File: src/rtl/pio_timer_pkg.sv
package pio_timer_pkg;

  localparam int unsigned CNT_W    = 5;
  localparam int unsigned FIELD_W  = 4;
  localparam int unsigned MAX_CLKS = 16;

  typedef enum logic [1:0] {
    ST_IDLE   = 2'd0,
    ST_SETUP  = 2'd1,
    ST_ACTIVE = 2'd2,
    ST_RECOV  = 2'd3
  } seq_state_e;

  typedef struct packed {
    logic [CNT_W-1:0] setup;
    logic [CNT_W-1:0] active;
    logic [CNT_W-1:0] recov;
  } clk_counts_t;

  function automatic logic [CNT_W-1:0] active_clks(input logic [FIELD_W-1:0] f);
    return (f == '0) ? CNT_W'(MAX_CLKS) : CNT_W'(f);
  endfunction

  // 0 wraps to the maximum, all-ones is the short-recovery code
  function automatic logic [CNT_W-1:0] recov_clks(input logic [FIELD_W-1:0] f);
    if (f == '0)      return CNT_W'(MAX_CLKS);
    else if (&f)      return CNT_W'(1);
    else              return CNT_W'(f) + CNT_W'(1);
  endfunction

  function automatic logic [CNT_W-1:0] setup_clks(input logic [1:0] code,
                                                  input logic [CNT_W-1:0] long_clks);
    case (code)
      2'b01:   return CNT_W'(2);
      2'b10:   return CNT_W'(3);
      2'b00:   return CNT_W'(4);
      default: return long_clks;
    endcase
  endfunction

endpackage

File: src/rtl/pio_timing_regs.sv
module pio_timing_regs
  import pio_timer_pkg::*;
#(
  parameter bit          SHARED_SETUP = 1'b0,
  parameter int unsigned NUM_DEV      = 2,
  parameter int unsigned DATA_W       = 8
) (
  input  logic                       clk_i,
  input  logic                       rst_ni,
  input  logic                       wr_en_i,
  input  logic [$clog2(NUM_DEV):0]   wr_addr_i,
  input  logic [DATA_W-1:0]          wr_data_i,
  output logic [DATA_W-1:0]          data_tim_o [NUM_DEV],
  output logic [1:0]                 setup_code_o [NUM_DEV]
);

  localparam int unsigned DEV_W     = $clog2(NUM_DEV);
  localparam int unsigned ADDR_W    = DEV_W + 1;
  localparam int unsigned NUM_SETUP = SHARED_SETUP ? 1 : NUM_DEV;
  localparam logic [DATA_W-1:0] DATA_RST  = '0;   // active 16, recovery 16
  localparam logic [1:0]        SETUP_RST = 2'b11;

  logic              grp_setup;
  logic [DEV_W-1:0]  wr_dev;
  logic [1:0]        setup_q [NUM_SETUP];

  assign grp_setup = wr_addr_i[ADDR_W-1];
  assign wr_dev    = wr_addr_i[DEV_W-1:0];

  for (genvar d = 0; d < NUM_DEV; d++) begin : g_data
    logic [DATA_W-1:0] data_q;
    always_ff @(posedge clk_i or negedge rst_ni) begin
      if (!rst_ni)                                          data_q <= DATA_RST;
      else if (wr_en_i && !grp_setup && wr_dev == DEV_W'(d)) data_q <= wr_data_i;
    end
    assign data_tim_o[d]   = data_q;
    assign setup_code_o[d] = setup_q[SHARED_SETUP ? 0 : d];
  end

  for (genvar s = 0; s < NUM_SETUP; s++) begin : g_setup
    logic hit;
    assign hit = wr_en_i && grp_setup && (SHARED_SETUP || wr_dev == DEV_W'(s));
    always_ff @(posedge clk_i or negedge rst_ni) begin
      if (!rst_ni)  setup_q[s] <= SETUP_RST;
      else if (hit) setup_q[s] <= wr_data_i[DATA_W-1 -: 2];
    end
  end

  if (SHARED_SETUP) begin : g_shared_chk
    AST_SHARED_SETUP: assert property (@(posedge clk_i) disable iff (!rst_ni)
      setup_code_o[0] == setup_code_o[NUM_DEV-1]) else $error("shared setup split");
  end

endmodule

File: src/rtl/pio_timing_decode.sv
module pio_timing_decode
  import pio_timer_pkg::*;
#(
  parameter int unsigned DATA_W          = 8,
  parameter int unsigned SETUP_LONG_CLKS = 5
) (
  input  logic              clk_i,
  input  logic              rst_ni,
  input  logic [DATA_W-1:0] data_tim_i,
  input  logic [1:0]        setup_code_i,
  output clk_counts_t       counts_o
);

  localparam logic [CNT_W-1:0] LONG_CLKS = CNT_W'(SETUP_LONG_CLKS);

  assign counts_o.active = active_clks(data_tim_i[DATA_W-1 -: FIELD_W]);
  assign counts_o.recov  = recov_clks(data_tim_i[FIELD_W-1:0]);
  assign counts_o.setup  = setup_clks(setup_code_i, LONG_CLKS);

  AST_ACTIVE_RANGE: assert property (@(posedge clk_i) disable iff (!rst_ni)
    counts_o.active != '0 && counts_o.active <= CNT_W'(MAX_CLKS)) else $error("active range");
  AST_RECOV_RANGE: assert property (@(posedge clk_i) disable iff (!rst_ni)
    counts_o.recov != '0 && counts_o.recov <= CNT_W'(MAX_CLKS)) else $error("recov range");
  AST_SETUP_NONZERO: assert property (@(posedge clk_i) disable iff (!rst_ni)
    counts_o.setup >= CNT_W'(2)) else $error("setup range");

endmodule

File: src/rtl/pio_cycle_seq.sv
module pio_cycle_seq
  import pio_timer_pkg::*;
#(
  parameter int unsigned DEV_W = 1
) (
  input  logic             clk_i,
  input  logic             rst_ni,
  input  logic             req_i,
  input  logic [DEV_W-1:0] req_dev_i,
  input  logic             req_write_i,
  input  clk_counts_t      counts_i,
  output logic             busy_o,
  output logic             done_o,
  output logic [DEV_W-1:0] dev_o,
  output logic             dior_n_o,
  output logic             diow_n_o
);

  seq_state_e       state_q;
  logic [CNT_W-1:0] cnt_q;
  logic [CNT_W-1:0] act_q, rec_q;
  logic [DEV_W-1:0] dev_q;
  logic             wr_q;
  logic             last;

  assign last = (cnt_q == '0);

  always_ff @(posedge clk_i or negedge rst_ni) begin
    if (!rst_ni) begin
      state_q <= ST_IDLE;
      cnt_q   <= '0;
      act_q   <= '0;
      rec_q   <= '0;
      dev_q   <= '0;
      wr_q    <= 1'b0;
    end else begin
      case (state_q)
        ST_IDLE: if (req_i) begin
          state_q <= ST_SETUP;
          cnt_q   <= counts_i.setup - CNT_W'(1);
          act_q   <= counts_i.active;
          rec_q   <= counts_i.recov;
          dev_q   <= req_dev_i;
          wr_q    <= req_write_i;
        end
        ST_SETUP: if (last) begin
          state_q <= ST_ACTIVE;
          cnt_q   <= act_q - CNT_W'(1);
        end else cnt_q <= cnt_q - CNT_W'(1);
        ST_ACTIVE: if (last) begin
          state_q <= ST_RECOV;
          cnt_q   <= rec_q - CNT_W'(1);
        end else cnt_q <= cnt_q - CNT_W'(1);
        default: if (last) state_q <= ST_IDLE;
                 else      cnt_q   <= cnt_q - CNT_W'(1);
      endcase
    end
  end

  assign busy_o   = (state_q != ST_IDLE);
  assign done_o   = (state_q == ST_RECOV) && last;
  assign dev_o    = dev_q;
  assign dior_n_o = !((state_q == ST_ACTIVE) && !wr_q);
  assign diow_n_o = !((state_q == ST_ACTIVE) && wr_q);

  AST_ONE_STROBE: assert property (@(posedge clk_i) disable iff (!rst_ni)
    dior_n_o || diow_n_o) else $error("both strobes low");
  AST_SETUP_BEFORE_ACTIVE: assert property (@(posedge clk_i) disable iff (!rst_ni)
    $fell(dior_n_o && diow_n_o) |-> $past(busy_o)) else $error("strobe without setup");
  AST_DONE_PULSE: assert property (@(posedge clk_i) disable iff (!rst_ni)
    done_o |=> !done_o && !busy_o) else $error("done not single");
  AST_DONE_STROBES_HIGH: assert property (@(posedge clk_i) disable iff (!rst_ni)
    done_o |-> dior_n_o && diow_n_o) else $error("done during strobe");
  AST_DEV_HELD: assert property (@(posedge clk_i) disable iff (!rst_ni)
    busy_o && !done_o |=> $stable(dev_o)) else $error("device changed mid-cycle");
  AST_CNT_BOUND: assert property (@(posedge clk_i) disable iff (!rst_ni)
    cnt_q < CNT_W'(MAX_CLKS)) else $error("counter overflow");

endmodule

File: src/rtl/pio_cycle_timer.sv
module pio_cycle_timer
  import pio_timer_pkg::*;
#(
  parameter bit          SHARED_SETUP    = 1'b0,
  parameter int unsigned SETUP_LONG_CLKS = 5
) (
  input  logic       clk_i,
  input  logic       rst_ni,
  input  logic       wr_en_i,
  input  logic [1:0] wr_addr_i,
  input  logic [7:0] wr_data_i,
  input  logic       req_i,
  input  logic       req_dev_i,
  input  logic       req_write_i,
  output logic       busy_o,
  output logic       done_o,
  output logic       dev_o,
  output logic       dior_n_o,
  output logic       diow_n_o
);

  localparam int unsigned NUM_DEV = 2;
  localparam int unsigned DATA_W  = 8;
  localparam int unsigned DEV_W   = $clog2(NUM_DEV);

  logic [DATA_W-1:0] data_tim   [NUM_DEV];
  logic [1:0]        setup_code [NUM_DEV];
  clk_counts_t       counts     [NUM_DEV];
  clk_counts_t       sel_counts;

  pio_timing_regs #(
    .SHARED_SETUP (SHARED_SETUP),
    .NUM_DEV      (NUM_DEV),
    .DATA_W       (DATA_W)
  ) u_regs (
    .clk_i        (clk_i),
    .rst_ni       (rst_ni),
    .wr_en_i      (wr_en_i),
    .wr_addr_i    (wr_addr_i),
    .wr_data_i    (wr_data_i),
    .data_tim_o   (data_tim),
    .setup_code_o (setup_code)
  );

  for (genvar d = 0; d < NUM_DEV; d++) begin : g_dec
    pio_timing_decode #(
      .DATA_W          (DATA_W),
      .SETUP_LONG_CLKS (SETUP_LONG_CLKS)
    ) u_dec (
      .clk_i        (clk_i),
      .rst_ni       (rst_ni),
      .data_tim_i   (data_tim[d]),
      .setup_code_i (setup_code[d]),
      .counts_o     (counts[d])
    );
  end

  assign sel_counts = counts[req_dev_i];

  pio_cycle_seq #(
    .DEV_W (DEV_W)
  ) u_seq (
    .clk_i       (clk_i),
    .rst_ni      (rst_ni),
    .req_i       (req_i),
    .req_dev_i   (req_dev_i),
    .req_write_i (req_write_i),
    .counts_i    (sel_counts),
    .busy_o      (busy_o),
    .done_o      (done_o),
    .dev_o       (dev_o),
    .dior_n_o    (dior_n_o),
    .diow_n_o    (diow_n_o)
  );

endmodule

File: config.mk
export PLATFORM = sky130hd
export DESIGN_NAME = pio_cycle_timer
export DESIGN_NICKNAME = d
export VERILOG_FILES = /design/src/rtl/pio_timer_pkg.sv /design/src/rtl/pio_timing_regs.sv /design/src/rtl/pio_timing_decode.sv /design/src/rtl/pio_cycle_seq.sv /design/src/rtl/pio_cycle_timer.sv
export SDC_FILE = /design/constraint.sdc
export NUM_CORES = 1
export LEC_CHECK = 0
export CORE_MARGIN = 2
export CORE_UTILIZATION = 30
export DETAILED_ROUTE_END_ITERATION = 12
export PLACE_DENSITY = 0.58
export SYNTH_ARGS = -nofsm -noshare
export SYNTH_HDL_FRONTEND = slang
export SYNTH_HIERARCHICAL = 1
export SYNTH_SLANG_ARGS = --single-unit
File: constraint.sdc
create_clock -name clk_i -period 4.1 [get_ports clk_i]
set_clock_uncertainty 0.1 [all_clocks]
set_input_delay 0.82 -clock clk_i [delete_from_list [all_inputs] [get_ports clk_i]]
set_output_delay 0.82 -clock clk_i [all_outputs]
set_load 0.01 [all_outputs]
# --- After elaboration in Yosys (flattened, before gate mapping) ---
# Index checks and enable logic that the tools add are counted.
classes:
  n_addsub: 6
  n_bitwise: 2
  reduce_logical: 28
  muxes: 21
  n_eq_ne: 11
  magnitude_cmp: 1
op_table:
  columns: ["cell", "n"]
  rows:
  - ["two-way mux 5 bit", 10]
  - ["two-way mux 15 bit", 3]
  - ["subtractor 5 x 1 -> 5 bit, second input constant", 4]
  - ["case mux 3 bit (3 select lines)", 2]
  - ["logical NOT 4 bit", 4]
  - ["case mux 5 bit (3 select lines)", 1]
  - ["AND reduction 4 bit", 3]
  - ["adder 4 x 1 -> 5 bit, second input constant", 2]
  - ["logical AND 1 bit", 9]
  - ["equality test 2 bit, second input constant", 4]
  - ["two-way mux 2 bit", 4]
  - ["equality test 2 x 1 -> 1 bit, second input constant", 3]
  - ["logical NOT 2 bit", 3]
  - ["case mux 2 bit (3 select lines)", 1]
  - ["logical NOT 5 bit", 1]
  - ["logical NOT 1 bit", 4]
  - ["inequality test 2 x 1 -> 1 bit, second input constant", 2]
  - ["inequality test 4 bit, second input constant", 1]
  - ["AND reduction 2 bit", 2]
  - ["nonzero test 2 bit", 2]
  - ["greater-or-equal comparator 2 bit, second input constant", 1]
  - ["inequality test 2 bit, second input constant", 1]
  - ["NOT 1 -> 2 bit", 1]
  - ["NOT 1 bit", 1]
word_totals:
  wordCells: 79
  output_inout_bits: 5
  input_bits: 16
  reg_bits: 39

# --- Longest topological paths before layout ---
# Gate-level depths: netlist (run 1).
depth:
  ltp_word: 9
  ltp_mapped: 10
  ltp_nobuf: 10

# --- Cells and area by module ---
# Netlist (run 1), hierarchy kept.
by_module_without_submodules:
  columns: ["mod", "area_per_inst_um2", "instances", "seq_area_each_um2", "cells_each"]
  rows:
  - ["pio_cycle_seq", 1331.3, 1, 475.5, 136]
  - ["pio_timing_regs", 773.2, 1, 505.5, 44]
  - ["pio_timing_decode", 175.2, 2, 0.0, 28]
  - ["pio_cycle_timer", 237.7, 1, 0.0, 17]

# --- Worst setup path before layout (run 1) ---
# OpenSTA, ideal clock, no wires.
synth_timing:
  path_type: "input to register"
  from: "input req_dev_i"
  to: "register u_seq.cnt_q[4]"
  arrival_ns: 2.124
  required_time_ns: 3.864
  path_buffers: 2
  path_stages: 9
  setup_time_ns: 0.136
  slack_ns: 1.740
  path_cell_list: "buf_6 buf_12 mux2_4 inv_1 ha_1 nand2_1 xnor2_1 a2111oi_2 a221oi_2"
synth_rtl:
  columns: ["element", "line_no", "rtl"]
  rows:
  - ["start, declared", "pio_cycle_timer.sv:13", "input logic req_dev_i,"]
  - ["end signal, assigned", "pio_cycle_seq.sv:40", "cnt_q <= counts_i.setup - CNT_W'(1);"]
  - ["end signal, assigned", "pio_cycle_seq.sv:48", "cnt_q <= act_q - CNT_W'(1);"]
  - ["end signal, assigned", "pio_cycle_seq.sv:49", "end else cnt_q <= cnt_q - CNT_W'(1);"]
  - ["end, declared", "pio_cycle_seq.sv:20", "logic [CNT_W-1:0] cnt_q;"]

# --- Worst setup path in the final report (run 1) ---
layout_timing:
  from: "register u_seq.state_q[1]"
  to: "output busy_o"
layout_via:
  elab_chain_cells: 1
layout_lines:
  columns: ["element", "line_no", "rtl"]
  rows:
  - ["start, declared", "pio_cycle_seq.sv:19", "seq_state_e state_q;"]
  - ["start signal, assigned", "pio_cycle_seq.sv:30", "state_q <= ST_IDLE;"]
  - ["start signal, assigned", "pio_cycle_seq.sv:39", "state_q <= ST_SETUP;"]
  - ["start signal, assigned", "pio_cycle_seq.sv:47", "state_q <= ST_ACTIVE;"]
  - ["nonzero test 2 bit", "pio_cycle_seq.sv:60", "assign busy_o = (state_q != ST_IDLE);"]
  - ["end, declared", "pio_cycle_timer.sv:15", "output logic busy_o,"]
# No other way between the ends.

==> impl_metrics.json, run 1 <==
{
  "worst_ep_required_time_ps": 3180,
  "outcome": "complete, no violations",
  "report.final.setup_viol": 0,
  "gr-usage-all-layers": 0.116,
  "finalHoldViolations": 0,
  "cts_hold_buf": 0,
  "route.vias.total": 1840,
  "grt_overflow": 0,
  "pwr_density_nw_per_um2": 588,
  "dpl.hpwl_mm": 3.89,
  "area.growth.synth_to_final_pct": 11.6,
  "die_x_um": 98.7,
  "routed-wl-met2_mm": 2.48,
  "area_share_of_and_or_nand_nor_cells_after_synthesis": 0.109,
  "synthArstFlopShare": 1.00,
  "number_of_top_level_pins": 21,
  "hold_path.class": "flop to flop",
  "avgRoutedWirePerCell_um": 13.8,
  "max_cap_violations": 0,
  "number_of_enable_flip_flop_cells_after_synthesis": 0,
  "timing.max_slew.rel_slack": 0.397,
  "sequential_area_share_after_synthesis": 0.364,
  "seqPwrFrac": 0.374,
  "synth-compound-area-share": 0.126,
  "nets": 297,
  "route.top_layer_used": "met4",
  "worst-endpoint-arrival_ps": 2060,
  "p_int_mw": 1.09,
  "stdcell_count": 373,
  "setup.reg_to_reg.worst_slack_ps": 1720,
  "cts.path.max_buffers": 2,
  "tritoncts_num_sinks": 39,
  "post_synth_instance_area_um2": 2690,
  "yosysMostFrequentCell": "mux2_2",
  "cts.reportedPaths.clkPinSlew_ps": 80,
  "num_rows": 34,
  "cts_tree": "done",
  "core_um2": 8720,
  "clock_root_cell": "clkbuf_8",
  "ctsHtreeMaxLevel": 2,
  "post_dp_cell_area_um2": 2920,
  "period_needed_ps": 2980,
  "met3RoutedLength_um": 177,
  "drt_first_pass_iters": 4,
  "first_global_vias": 1836,
  "worstPathMaxFanout": 11,
  "p_switching_mw": 0.679,
  "post_synth_most_frequent_cells": "mux2_2 (37), dfrtp_1 (35), inv_1 (21)",
  "p_sw_frac": 0.384,
  "ctsResizeCount": 0,
  "synth_mux_area_frac": 0.211,
  "detail_route.wirelength_mm": 5.15,
  "synth_instances": 253,
  "unrepaired_setup_endpoints_after_global_routing": "false",
  "m1WireLength_mm": 2.40,
  "yosysWarningCount": 6,
  "fmax_mhz": 336,
  "worst_setup_path_end_kind": "output pin",
  "finalWeightedCongestion": 0.790,
  "utilization": 0.345,
  "io_buffers": 20,
  "synth_xor_area_frac": 0.0293,
  "insertedDiodeCount": 0,
  "number_of_buffers_created_by_cts": 5,
  "power.share.combinational": 0.479,
  "first_iter_violations": 43,
  "layout-drive-gt1-share": 0.279,
  "ir_worst_vdd_v": 0.000237,
  "grt_first_pass_wirelength_mm": 8.99,
  "detail_route.drc_violations": 0,
  "max_slew.worst_pin.slew_ps": 904,
  "place_inst": 365,
  "clk-insertion-delay-late_ps": 290,
  "antenna_left": 0,
  "synthDominantCellAreaShare": 0.325,
  "grt_max_degree": 40,
  "layout_worst_path_cycle_share": 0.726,
  "synth_top_family_by_area": "multiplexers",
  "ys_dominant_reg_cell": "dfrtp_1",
  "synthAdderAreaFrac": 0.0790,
  "vias_per_cell": 4.93,
  "postCtsSetupRepairBufs": 0,
  "summed_area_of_non_filler_cells_in_the_final_layout_um2": 3010,
  "chipHeight_um": 98.7,
  "antenna_found_initial": 0,
  "initial_core_utilization": 0.309,
  "crit_type": "flop to output pin",
  "placement.setup.worst_slack_ps": 1150,
  "synthesis.area_per_instance_um2": 10.6,
  "synth_largest_area_cell": "dfrtp_1",
  "worst_slack_ps": 1120,
  "share_of_total_power_in_the_clock_network": 0.147,
  "postSynthRegisterBits": 39,
  "post_synth_main_area_contributors": "dfrtp_1 (33%), mux2_2 (15%), ha_1 (7.9%)",
  "ys_types": 49,
  "power_leakage_nw": 1.29,
  "timing.critical_path.from_type": "flop",
  "maxSlewViolCount": 0,
  "die_area_um2": 9750,
  "setup_tns_ps": 0
}
## kinds of logic after synthesis
| kind of cell | count (synthesis) |
|---|---|
| compound gates | 47 |
| xor+xnor | 9 |
| fa+ha+maj | 17 |
| buf+inv | 43 |
| flops | 39 |
| mux | 47 |
| other cells | 2 |
| simple gates | 49 |
## critical path: stages (launching register included)
cell	delay [ps]
dfrtp_1	440
inv_1	140
ha_1	450
inv_1	210
clkdlybuf4s50_1	530
## metrics by stage
| step | hold WS, ps | total power, mW |
|---|---|---|
| after floorplan | 393 | 1.32 |
| after CTS | 420 | 1.79 |
| after global routing | 444 | 1.93 |
| after global placement | 396 | 1.50 |
| final | 416 | 1.77 |
| after detailed placement | 400 | 1.52 |
## sequential cells by signal, indices dropped and copies added (netlist names)
signal,cells
u_regs/g_data.data_q,16
u_regs/setup_code_o,4
u_seq/act_q,5
u_seq/dev_o,1
u_seq/rec_q,5
u_seq/cnt_q,5
u_seq/wr_q,1
u_seq/state_q,2
## cell usage in the layout, fill, tap and decap left out, drive strengths merged, types with 2 or more instances in the layout
cell | synthesis | final
nand2b | 4 | 4
nor4 | 4 | 4
xnor2 | 8 | 8
ha | 17 | 17
nor3 | 4 | 4
clkbuf | 8 | 6
conb | 2 | 4
buf | 12 | 3
nand2 | 10 | 10
or2 | 3 | 3
clkinv | 0 | 2
mux2 | 47 | 47
nor3b | 4 | 4
o22ai | 5 | 5
nor2 | 6 | 6
nand3b | 3 | 3
dfrtp | 35 | 35
clkdlybuf4s50 | 0 | 19
inv | 23 | 23
nand3 | 5 | 5
o31a | 2 | 2
o41ai | 2 | 2
a21o | 2 | 2
dfstp | 4 | 4
or3 | 2 | 2
a221oi | 2 | 2
a21oi | 14 | 14
o21ai | 11 | 11
## power by group through the flow
stage | registers, mW | logic (mW) | clock network, mW
after floorplan | 0.618 | 0.701 | 0
after global placement | 0.664 | 0.837 | 0
after detailed placement | 0.671 | 0.850 | 0
after CTS | 0.662 | 0.856 | 0.274
after global routing | 0.686 | 0.955 | 0.288
final | 0.661 | 0.845 | 0.259
## path summary, 6_finish.rpt
check,start,endpoint,cells past startpoint
max reg2reg,u_seq/cnt_q[0],u_seq/cnt_q[3],7
min in group asynchronous,rst_ni,u_regs/g_data[0].data_q[5],1
max in group asynchronous,rst_ni,u_seq/cnt_q[4],1
max,u_seq/state_q[1],busy_o,4
min,u_seq/dev_o,u_seq/dev_o,1
min reg2reg,u_seq/dev_o,u_seq/dev_o,1
## final cells by class
type | instances | area (um^2)
tap | 108 | 135
clock inverter | 2 | 13.8
timing repair buffer | 22 | 210
clock buffer | 6 | 72.6
fill | 895 | 5720
sequential | 39 | 981
multi-input combinational | 173 | 1510
inverter | 23 | 86.3
## metal layers
layer	track usage	up-vias
met3	0.0213	5
li1	-	906
met1	0.156	901
met4	0.0443	0
met2	0.185	28
met5	0	-
(Power assumes the default switching activity.)
==> run 2: changes to the inputs <==
- clock period: 4.1 -> 2.8 ns (I/O delays scaled with it)
==> impl_metrics.json, run 2 (same netlist as run 1, synthesis figures left out) <==
{
  "unrepaired_setup_endpoints_after_global_routing": "false",
  "timing.max_slew.rel_slack": 0.405,
  "layout-drive-gt1-share": 0.286,
  "fmax_mhz": 380,
  "tritoncts_num_sinks": 39,
  "die_area_um2": 9750,
  "number_of_top_level_pins": 21,
  "grt_max_degree": 40,
  "avgRoutedWirePerCell_um": 13.8,
  "initial_core_utilization": 0.309,
  "max_slew.worst_pin.slew_ps": 893,
  "nets": 298,
  "insertedDiodeCount": 0,
  "antenna_found_initial": 0,
  "number_of_buffers_created_by_cts": 5,
  "largest_register": "u_regs/g_data.data_q",
  "worst_ep_required_time_ps": 2140,
  "p_switching_mw": 1.02,
  "gr-usage-all-layers": 0.114,
  "share_of_total_power_in_the_clock_network": 0.159,
  "grt_overflow": 0,
  "worst-endpoint-arrival_ps": 1970,
  "num_rows": 34,
  "period_needed_ps": 2630,
  "area.growth.synth_to_final_pct": 12.7,
  "antenna_left": 0,
  "pwr_density_nw_per_um2": 872,
  "cts_tree": "done",
  "report.final.setup_viol": 0,
  "maxSlewViolCount": 0,
  "detail_route.drc_violations": 0,
  "p_int_mw": 1.63,
  "cts.path.max_buffers": 2,
  "layout.cells.most_common_list": "mux2_2 (37), dfrtp_1 (35), inv_1 (21), clkdlybuf4s50_1 (19), ha_1 (17)",
  "first_iter_violations": 44,
  "power_leakage_nw": 1.30,
  "clock_root_cell": "clkbuf_8",
  "finalWeightedCongestion": 0.834,
  "dpl.hpwl_mm": 3.97,
  "crit_type": "flop to output pin",
  "core_um2": 8720,
  "cts.reportedPaths.clkPinSlew_ps": 80,
  "clk-insertion-delay-late_ps": 300,
  "timing.critical_path.from_type": "flop",
  "grt_first_pass_wirelength_mm": 8.81,
  "finalHoldViolations": 0,
  "leading_cell_type_in_the_layout_fill_and_taps_excluded": "mux2_2",
  "io_buffers": 20,
  "ir_worst_vdd_v": 0.000357,
  "worstPathMaxFanout": 6,
  "worstRegToRegCells": 7,
  "largest_reg_flops": 16,
  "max_cap_violations": 0,
  "die_x_um": 98.7,
  "worst_setup_path_end_kind": "output pin",
  "power.share.combinational": 0.472,
  "ctsHtreeMaxLevel": 2,
  "seqPwrFrac": 0.369,
  "route.vias.total": 1824,
  "outcome": "complete, no violations",
  "p_sw_frac": 0.385,
  "chipHeight_um": 98.7,
  "layout_worst_path_cycle_share": 0.941,
  "drt_first_pass_iters": 4,
  "vias_per_cell": 4.88,
  "first_global_vias": 1768,
  "detail_route.wirelength_mm": 5.16,
  "hold_path.class": "input pin to async pin",
  "totalPowerFinal_mw": 2.64,
  "setup_tns_ps": 0
}
[run 2: changes by cell type in the layout (fill, tap and decap cells not counted), sizes merged]
cell      before  now
clkinvlp       0    1
clkinv         2    1
buf            3    4
[run 2: power by group through the flow]
stage,combinational [mW],clock [mW],sequential [mW]
floorplan,1.03,0,0.904
finish,1.25,0.420,0.975
detailed placement,1.25,0,0.980
global placement,1.23,0,0.971
CTS,1.26,0.436,0.968
global route,1.42,0.460,1.01
[run 2: per-layer routing]
metal	GRT usage	up-vias	wire (um)
met4	0.0537	0	99
met3	0.0220	5	155
met5	0	-	0
met2	0.183	29	2430
met1	0.149	881	2480
li1	-	909	-
[run 2: final timing paths]
check | start | slack, ps | end
setup / recovery | u_seq/cnt_q[0] | 170 | done_o
hold / removal | rst_ni | 280 | u_regs/g_data[0].data_q[5]
max in group asynchronous | rst_ni | 1760 | u_regs/g_data[0].data_q[2]
hold reg to reg | u_seq/dev_o | 410 | u_seq/dev_o
min in group clk_i | u_seq/dev_o | 410 | u_seq/dev_o
setup reg to reg | u_seq/cnt_q[0] | 400 | u_seq/cnt_q[2]
[run 2: critical path: stages, from the launching register on]
cell,delay [ps]
dfrtp_1,450
inv_1,90
ha_1,220
nor4b_4,240
and2_1,160
clkdlybuf4s50_1,530
[run 2: stage by stage]
stage               cell area (um^2)  hold slack [ps]   util  setup slack [ps]  instances
global placement                2930              397  0.336               320        366
floorplan                       2700              164      -               588        255
finish                          3030              275  0.348               165        374
detailed placement              2930              399  0.336               266        366
CTS                             3030              307  0.347               109        374
global route                    3030              362  0.348              16.8        374
[run 2: cell type report]
class                           instances  area, um^2
Inverter                               23        86.3
Multi-Input combinational cell        173        1520
Fill cell                             893        5690
Sequential cell                        39         981
Timing Repair Buffer                   23         218
Clock inverter                          2        16.3
Tap cell                              108         135
Clock buffer                            6        82.6
[run 2: timing repair]
action,in CTS,in global routing
endpoints found under the hold margin,0,0
endpoints found under the setup margin,0,1
setup buffers,0,0
gates resized for setup,0,1
hold buffers,0,0
==> run 3: changes to the inputs <==
- CORE_ASPECT_RATIO: default -> 1.25
- clock period: 2.8 -> 3.2 ns (I/O delays scaled with it)
==> impl_metrics.json, run 3 (same netlist as run 1, synthesis figures left out) <==
{
  "clk-insertion-delay-late_ps": 290,
  "grt_first_pass_wirelength_mm": 8.91,
  "crit_type": "flop to output pin",
  "maxSlewViolCount": 0,
  "pwr_density_nw_per_um2": 793,
  "dpl.hpwl_mm": 3.95,
  "clock_root_cell": "clkbuf_8",
  "die_area_um2": 9750,
  "detail_route.drc_violations": 0,
  "worst_setup_path_end_kind": "output pin",
  "fmax_mhz": 355,
  "cts.path.max_buffers": 2,
  "power_leakage_nw": 1.31,
  "avgRoutedWirePerCell_um": 13.4,
  "max_slew.worst_pin.slew_ps": 881,
  "gr-usage-all-layers": 0.117,
  "place_inst": 377,
  "io_buffers": 20,
  "largest_reg_flops": 16,
  "stdcell_count": 385,
  "drt_first_pass_iters": 4,
  "area.growth.synth_to_final_pct": 14.0,
  "route.vias.total": 1837,
  "unrepaired_setup_endpoints_after_global_routing": "false",
  "cts_tree": "done",
  "first_iter_violations": 54,
  "setup_tns_ps": 0,
  "seq_area_um2": 981,
  "num_rows": 38,
  "worst_ep_required_time_ps": 2460,
  "number_of_top_level_pins": 21,
  "vias_per_cell": 4.77,
  "grt_max_degree": 40,
  "timing.max_slew.rel_slack": 0.413,
  "detail_route.wirelength_mm": 5.14,
  "leading_cell_type_in_the_layout_fill_and_taps_excluded": "mux2_2",
  "finalWeightedCongestion": 0.768,
  "worst-endpoint-arrival_ps": 2080,
  "core_um2": 8700,
  "grt_overflow": 0,
  "insertedDiodeCount": 0,
  "layout_worst_path_cycle_share": 0.880,
  "nets": 297,
  "worstPathMaxFanout": 11,
  "ctsHtreeMaxLevel": 2,
  "ir_worst_vdd_v": 0.000295,
  "largest_register": "u_regs/g_data.data_q",
  "timing.critical_path.from_type": "flop",
  "multiInputGateArea_um2": 1510,
  "timing.rr.start": "u_seq/cnt_q[0]",
  "cts_hold_buf": 0,
  "number_of_buffers_created_by_cts": 5,
  "die_x_um": 88.7,
  "antenna_left": 0,
  "cts.reportedPaths.clkPinSlew_ps": 80,
  "layout.cells.most_common_list": "mux2_2 (37), dfrtp_1 (35), inv_1 (21), clkdlybuf4s50_1 (19), ha_1 (17)",
  "totalPowerFinal_mw": 2.44,
  "nFillCells": 881,
  "chipHeight_um": 110,
  "outcome": "complete, no violations",
  "first_global_vias": 1872,
  "timing.critical_path.from": "u_seq/state_q[1]",
  "max_cap_violations": 0,
  "period_needed_ps": 2820,
  "postCtsSetupRepairBufs": 0,
  "layout-drive-gt1-share": 0.283,
  "placement.setup.worst_slack_ps": 542,
  "ctsResizeCount": 0,
  "hold_ws_ps": 362,
  "report.final.setup_viol": 0,
  "initial_core_utilization": 0.309,
  "tritoncts_num_sinks": 39,
  "hold_path.class": "input pin to async pin",
  "worst_slack_ps": 383,
  "antenna_found_initial": 0,
  "finalHoldViolations": 0
}
run 3: changes by cell type in the layout (fill, tap and decap cells not counted):
cell / before / now
nor4b_2: 0 / 1
nor4b_4: 1 / 0
bufinv_16: 0 / 2
clkinv_4: 1 / 0
clkbuf_8: 6 / 5
buf_4: 3 / 2
run 3: report_power, final:
part / total [mW] / internal [mW] / switching [mW]
Combinational: 1.09 / 0.573 / 0.520
Sequential: 0.846 / 0.667 / 0.179
Clock: 0.498 / 0.311 / 0.187
Total: 2.44 / 1.55 / 0.885
run 3: routing by layer:
layer	vias to the layer above	track usage	part of all wire
met4	0	0.0422	0.016
met1	893	0.154	0.46
met3	6	0.0173	0.022
li1	910	-	-
met5	-	0	0
met2	28	0.194	0.50
run 3: layout make-up:
type / count / area share
multi-input cells: 173 / 0.491
flip-flops and latches: 39 / 0.319
repair buffers: 22 / 0.0685
well taps: 120 / 0.0489
inverters: 23 / 0.0281
clock buffers: 5 / 0.0224
clock inverters: 3 / 0.0220
run 3: worst paths after layout:
path / slack (ps) / cells past startpoint / to
worst max-delay path: 380 / 4 / busy_o
worst min-delay path: 360 / 1 / u_seq/dev_o
worst max register to register: 780 / 7 / u_seq/cnt_q[2]
worst min register to register: 410 / 1 / u_seq/dev_o
max in group asynchronous: 2080 / 1 / u_seq/cnt_q[2]
min in group clk_i: 410 / 1 / u_seq/dev_o
run 3: worst max-delay path: stages (launching register included):
cell             delay, ps
dfrtp_1                440
inv_1                  140
ha_1                   460
inv_1                  220
clkdlybuf4s50_1        530
run 3: per-stage QoR:
stage / cell area [um^2] / utilization
final: 3070 / 0.353
after global placement: 2930 / 0.337
after detailed placement: 2930 / 0.337
after CTS: 3070 / 0.353
after global routing: 3070 / 0.353
after floorplan: 2700 / -
